**config.mk**
```make
export PLATFORM = sky130hd
export DESIGN_NAME = prog_stepper
export DESIGN_NICKNAME = d
export VERILOG_FILES = /design/src/rtl/stepper_pkg.sv /design/src/rtl/step_bcd_counter.sv /design/src/rtl/step_direct_decode.sv /design/src/rtl/step_route.sv /design/src/rtl/prog_stepper.sv
export SDC_FILE = /design/constraint.sdc
export NUM_CORES = 1
export LEC_CHECK = 0
export ABC_AREA = 1
export CAP_MARGIN = 20
export CORE_ASPECT_RATIO = 0.9
export CORE_MARGIN = 5
export CORE_UTILIZATION = 68
export CTS_CLUSTER_DIAMETER = 50
export DETAILED_ROUTE_END_ITERATION = 6
export DONT_BUFFER_PORTS = 1
export GPL_ROUTABILITY_DRIVEN = 0
export PLACE_DENSITY = 0.95
export RECOVER_POWER = 50
export SETUP_SLACK_MARGIN = 0.05
export SYNTH_ARGS = -nofsm -noshare
export SYNTH_HDL_FRONTEND = slang
export SYNTH_SLANG_ARGS = --single-unit
export TNS_END_PERCENT = 10
```
**constraint.sdc**
```tcl
create_clock -name clk -period 3.65 [get_ports clk]
set_input_delay 0.5475 -clock clk [delete_from_list [all_inputs] [get_ports clk]]
set_output_delay 0.5475 -clock clk [all_outputs]
set_load 0.005 [all_outputs]
```
**src/rtl/stepper_pkg.sv**
```systemverilog
package stepper_pkg;
    typedef enum logic [0:0] {
        ST_RUN  = 1'b0,
        ST_HOLD = 1'b1
    } step_state_e;

    localparam int unsigned BCD_W = 4;
endpackage

```
**src/rtl/step_bcd_counter.sv**
```systemverilog
module step_bcd_counter #(
    parameter  int unsigned NDIG = 2,
    localparam int unsigned W    = NDIG * stepper_pkg::BCD_W
) (
    input  logic         clk,
    input  logic         rst_n,
    input  logic         restart_i,
    input  logic         inc_i,
    input  logic [W-1:0] limit_i,
    output logic         hit_o
);
    logic [W-1:0]    cnt_q;
    logic [W-1:0]    base;
    logic [W-1:0]    nxt;
    logic [NDIG-1:0] carry;

    // A restart in the same cycle as a count makes this pulse the first one.
    assign base     = restart_i ? '0 : cnt_q;
    assign carry[0] = 1'b1;

    for (genvar g = 0; g < NDIG; g++) begin : g_dig
        logic [3:0] d;
        assign d = base[g*4 +: 4];
        assign nxt[g*4 +: 4] = carry[g] ? ((d == 4'd9) ? 4'd0 : d + 4'd1) : d;
        if (g < NDIG - 1) begin : g_carry
            assign carry[g+1] = carry[g] && (d == 4'd9);
        end
    end

    assign hit_o = (limit_i == '0) || (nxt == limit_i);

    always_ff @(posedge clk or negedge rst_n) begin
        if (!rst_n) begin
            cnt_q <= '0;
        end else if (inc_i) begin
            cnt_q <= hit_o ? '0 : nxt;
        end else if (restart_i) begin
            cnt_q <= '0;
        end
    end
endmodule

```
**src/rtl/step_direct_decode.sv**
```systemverilog
module step_direct_decode #(
    parameter  int unsigned NSTAGE = 6,
    parameter  int unsigned DIG_W  = 4,
    localparam int unsigned SW     = $clog2(NSTAGE)
) (
    input  logic             digit_valid_i,
    input  logic [DIG_W-1:0] digit_i,
    input  logic             sign_valid_i,
    input  logic             sign_neg_i,
    output logic             sel_valid_o,
    output logic [SW-1:0]    sel_stage_o
);
    logic digit_ok;

    // Digits beyond the last stage index are dropped.
    assign digit_ok    = digit_valid_i && (digit_i < DIG_W'(NSTAGE));
    assign sel_valid_o = digit_ok || sign_valid_i;
    assign sel_stage_o = digit_ok   ? SW'(digit_i) :
                         sign_neg_i ? SW'(1)       : '0;
endmodule

```
**src/rtl/step_route.sv**
```systemverilog
module step_route #(
    parameter int unsigned NSTAGE = 6,
    parameter int unsigned SW     = 3
) (
    input  logic              pulse_i,
    input  logic [SW-1:0]     stage_i,
    output logic [NSTAGE-1:0] lines_o
);
    for (genvar g = 0; g < NSTAGE; g++) begin : g_line
        assign lines_o[g] = pulse_i && (stage_i == SW'(g));
    end
endmodule

```
**src/rtl/prog_stepper.sv**
```systemverilog
module prog_stepper
    import stepper_pkg::*;
#(
    parameter  int unsigned NUM_STAGES = 6,
    parameter  int unsigned CNT_DIGITS = 2,
    localparam int unsigned STAGE_W    = $clog2(NUM_STAGES),
    localparam int unsigned LIMIT_W    = CNT_DIGITS * BCD_W
) (
    input  logic                          clk,
    input  logic                          rst_n,
    input  logic                          clear_i,
    input  logic                          pulse_i,
    input  logic [NUM_STAGES*LIMIT_W-1:0] limits_i,
    input  logic [STAGE_W-1:0]            last_stage_i,
    input  logic                          wrap_i,
    input  logic                          digit_valid_i,
    input  logic [BCD_W-1:0]              digit_i,
    input  logic                          sign_valid_i,
    input  logic                          sign_neg_i,
    output logic [STAGE_W-1:0]            stage_o,
    output logic [NUM_STAGES-1:0]         stage_pulse_o
);
    step_state_e               state_q, state_d;
    logic [STAGE_W-1:0]        stage_q, stage_d;
    logic                      sel_valid;
    logic [STAGE_W-1:0]        sel_stage;
    logic [STAGE_W-1:0]        target;
    logic [LIMIT_W-1:0]        lim_sel;
    logic                      hit;
    logic                      counting;
    logic                      finish;
    logic                      is_end;
    logic [STAGE_W-1:0]        adv_stage;
    logic                      adv_hold;
    logic [NUM_STAGES-1:0]     lines;
    logic [NUM_STAGES-1:0]     pulses_q;

    step_direct_decode #(
        .NSTAGE (NUM_STAGES),
        .DIG_W  (BCD_W)
    ) u_decode (
        .digit_valid_i (digit_valid_i),
        .digit_i       (digit_i),
        .sign_valid_i  (sign_valid_i),
        .sign_neg_i    (sign_neg_i),
        .sel_valid_o   (sel_valid),
        .sel_stage_o   (sel_stage)
    );

    // Stage that owns this cycle's pulse.
    assign target   = sel_valid ? sel_stage : stage_q;
    assign lim_sel  = limits_i[target*LIMIT_W +: LIMIT_W];
    assign counting = pulse_i && !clear_i && (sel_valid || (state_q == ST_RUN));
    assign finish   = counting && hit;
    assign is_end   = (target == last_stage_i) || (target == STAGE_W'(NUM_STAGES - 1));

    always_comb begin
        if (!is_end) begin
            adv_stage = target + STAGE_W'(1);
            adv_hold  = 1'b0;
        end else if (wrap_i) begin
            adv_stage = '0;
            adv_hold  = 1'b0;
        end else begin
            adv_stage = target;
            adv_hold  = 1'b1;
        end
    end

    step_bcd_counter #(
        .NDIG (CNT_DIGITS)
    ) u_count (
        .clk       (clk),
        .rst_n     (rst_n),
        .restart_i (clear_i || sel_valid),
        .inc_i     (counting),
        .limit_i   (lim_sel),
        .hit_o     (hit)
    );

    step_route #(
        .NSTAGE (NUM_STAGES),
        .SW     (STAGE_W)
    ) u_route (
        .pulse_i (pulse_i && !clear_i),
        .stage_i (target),
        .lines_o (lines)
    );

    // Next state: RUN advances or wraps; HOLD waits for clear or select.
    always_comb begin
        state_d = state_q;
        stage_d = stage_q;
        if (clear_i) begin
            state_d = ST_RUN;
            stage_d = '0;
        end else begin
            unique case (state_q)
                ST_RUN: begin
                    stage_d = finish ? adv_stage : target;
                    state_d = (finish && adv_hold) ? ST_HOLD : ST_RUN;
                end
                ST_HOLD: begin
                    if (sel_valid) begin
                        stage_d = finish ? adv_stage : target;
                        state_d = (finish && adv_hold) ? ST_HOLD : ST_RUN;
                    end
                end
                default: begin
                    state_d = ST_RUN;
                    stage_d = '0;
                end
            endcase
        end
    end

    // State register.
    always_ff @(posedge clk or negedge rst_n) begin
        if (!rst_n) begin
            state_q <= ST_RUN;
            stage_q <= '0;
        end else begin
            state_q <= state_d;
            stage_q <= stage_d;
        end
    end

    // Output register.
    always_ff @(posedge clk or negedge rst_n) begin
        if (!rst_n) begin
            pulses_q <= '0;
        end else begin
            pulses_q <= lines;
        end
    end

    assign stage_o       = stage_q;
    assign stage_pulse_o = pulses_q;
endmodule

```
==> flow_metrics.py <==
metrics = {
    "status": {
        "run_status": "completed",
    },
    "sta": {
        "hold_viol": 0,
        "setup_tns_ps": 0,
        "finClkSkew_ps": 3.97,
        "finalSetupViolCount": 0,
        "worst_pin_slew_ps": 780,
        "fmax_mhz": 378,
        "min_period_ps": 2640,
        "rsz0062_at_grt": "no",
        "fin_crit_sh_pct": 72.4,
        "drv_slew": 0,
        "max_slew_margin_pct": 47.8,
    },
    "global_route": {
        "grt_overflow": 0,
        "grt_max_degree": 34,
        "grt_pass1_vias": 2022,
        "grt_pass1_wl_mm": 8.57,
        "grt_usage_pct": 24.7,
        "antenna_found_initial": 0,
    },
    "pwr": {
        "leakagePower_nw": 1.17,
        "power.density_nw_per_um2": 241,
        "ir_drop_mv": 0.115,
    },
    "clock_network": {
        "cts_root_buf": "clkbuf_4",
        "h-tree-depth": 1,
        "cts_tree": "built",
        "clk_latency_ps": 290,
        "clkSinkCount": 18,
        "cts_hold_buf": 1,
        "cts_buffers": 3,
        "post_cts_buffers": 0,
        "post_cts_resized": 0,
        "path_clk_slew_ps": 100,
        "clock_path_buffers": 2,
    },
    "yosys": {
        "ys.flop_type": "dfrtp_1",
        "yosysSeqAreaShare_pct": 21.4,
        "synth_edf_count": 0,
        "ys_seq_elements": 18,
        "yosys_warnings": 0,
        "netlist_area_sq_um": 2100,
        "synth_area_leaders": "dfrtp_1, nand2_1, nand3_1",
        "synth.distinct_cells": 32,
        "yosysMostFrequentCell": "nand2_1",
        "avgSynthCellArea_sq_um": 6.09,
        "netlist.area_leader.share_pct": 21.4,
        "async_flop_share_pct": 100,
        "synth_common_cells": "nand2_1, inv_1, nand3_1, dfrtp_1, nor2_1",
        "synth_largest_area_cell": "dfrtp_1",
        "netlist_instances": 345,
        "synth_nets": 415,
    },
    "finish": {
        "finalNetCount": 412,
        "fillers": 277,
        "drive_gt1_share_pct": 9.97,
        "multiInputGateArea_sq_um": 1330,
        "seqCellArea_sq_um": 450,
        "design_area_sq_um": 2130,
        "diodes": 0,
        "area_delta_synth_final_pct": 1.37,
    },
    "placed_design": {
        "dp_hpwl_mm": 4.10,
        "placed_area_sq_um": 2080,
        "portBuffers": 0,
    },
    "setup_path": {
        "cp_top_family": "simple AND/OR/NAND/NOR gates",
        "crit_buf_inv": 3,
        "required_ps": 3850,
        "critical-path-max-stage-delay_ps": 400,
        "worstPathCellList": "inv_1, nand3_4, nand3_2, nand2_4, inv_2, ha_1, inv_1, o22ai_1, o21ai_0, o21ai_0, nand3_1, nand2_1, nor2_1",
        "cp.arrival_ps": 2840,
        "reg2regPathDepth": 12,
        "cp-end-kind": "flip-flop",
        "critPathLaunchType": "primary input",
        "crit_type": "in -> reg",
        "r2r_slack_ps": 1130,
        "cp_max_fo": 33,
        "cp_num_cells": 13,
        "crit_slowest_cell": "o22ai_1",
    },
    "die": {
        "dieHeight_um": 62.7,
        "ios": 72,
        "die_w_um": 68.6,
        "start_util_pct": 69.6,
        "num_rows": 19,
        "coreArea_sq_um": 3020,
        "dieArea_sq_um": 4300,
    },
    "routing": {
        "dr_total_vias": 2176,
        "routed_wl_mm": 5.15,
        "route.detailed.drc": 0,
        "antenna_left": 0,
        "drt_first_iter_violations": 111,
        "vias_per_cell": 5.68,
        "wl_per_cell_um": 13.5,
        "dr.pass1.iters": 4,
    },
    "flow_run": {
        "drv_cap": 0,
    },
    "hold_path": {
        "hold_path_class": "in -> reg",
        "holdPathStages": 1,
    },
}
-- final timing paths --
path | endpoint | from
min in group asynchronous | stage_pulse_o[3]$_DFF_PN0_ | rst_n
worst min register to register | state_q$_DFF_PN0_ | state_q$_DFF_PN0_
worst max-delay path | stage_o[0]$_DFFE_PN0P_ | digit_i[3]
worst min-delay path | stage_o[2]$_DFFE_PN0P_ | clear_i
max in group asynchronous | stage_o[0]$_DFFE_PN0P_ | rst_n
worst max register to register | stage_o[0]$_DFFE_PN0P_ | stage_o[0]$_DFFE_PN0P_
-- power by group --
group          switching (mW)  internal, mW
Clock                  0.0620        0.0608
Combinational           0.125        0.0587
Sequential            0.00342         0.204
Total                   0.191         0.323
-- cell type report --
type | instances | share of cell area (%)
Clock buffer | 4 | 1.70
Sequential cell | 18 | 21.1
Multi-Input combinational cell | 252 | 62.5
Timing Repair Buffer | 1 | 0.470
Tap cell | 42 | 2.47
Inverter | 66 | 11.7
-- kinds of logic after synthesis --
group | count (synthesis) | share of synthesized area, %
AO/OA/AOI/OAI | 28 | 8.27
buffers and inverters | 75 | 15.2
flip-flops | 18 | 21.4
adder cells (fa/ha/maj) | 7 | 4.17
XOR/XNOR | 5 | 2.08
AND/OR/NAND/NOR | 212 | 48.8
-- stage by stage --
step | util, % | instances | power [mW] | hold WS, ps | setup slack (ps)
after floorplan | - | 345 | 0.367 | 252 | 1320
after global placement | 69.0 | 378 | 0.379 | 252 | 991
after detailed placement | 69.0 | 378 | 0.385 | 252 | 849
after CTS | 70.6 | 383 | 0.510 | 311 | 1080
after global routing | 70.6 | 383 | 0.547 | 301 | 800
final | 70.6 | 383 | 0.513 | 308 | 1010
-- flip-flops by register name (all words and copies together), names as in the netlist --
register	cells
u_count.cnt_q	8
stage_pulse_o	6
state_q	1
stage_o	3
-- worst reg2reg max path, delay by kind of cell (launching register included) --
family / cells / cell delay [ps]
compound gates: 3 / 730
fa+ha+maj: 1 / 170
buf+inv: 3 / 370
flops: 1 / 380
simple gates: 5 / 760
-- metal layers --
metal | share of wire, % | up-vias | routed length [um] | global-route usage [%]
li1 | - | 1079 | - | -
met1 | 40 | 989 | 2070 | 31.8
met2 | 50 | 97 | 2600 | 42.3
met3 | 8.0 | 11 | 411 | 3.42
met4 | 1.5 | 0 | 78 | 6.20
met5 | 0 | - | 0 | 0
-- cell usage in the layout (no fill, tap or decap), drive strengths merged --
cell type,n
nand2,112
inv,65
nand3,54
nor2,25
o21ai,20
dfrtp,18
nand3b,9
ha,7
nor3,5
nand4,4
xor2,4
o22ai,4
clkbuf,4
or2,3
a21oi,2
o211ai,2
clkinv,1
xnor2,1
dlygate4sd3,1
Note: power is estimated with default switching activity, not from simulation.
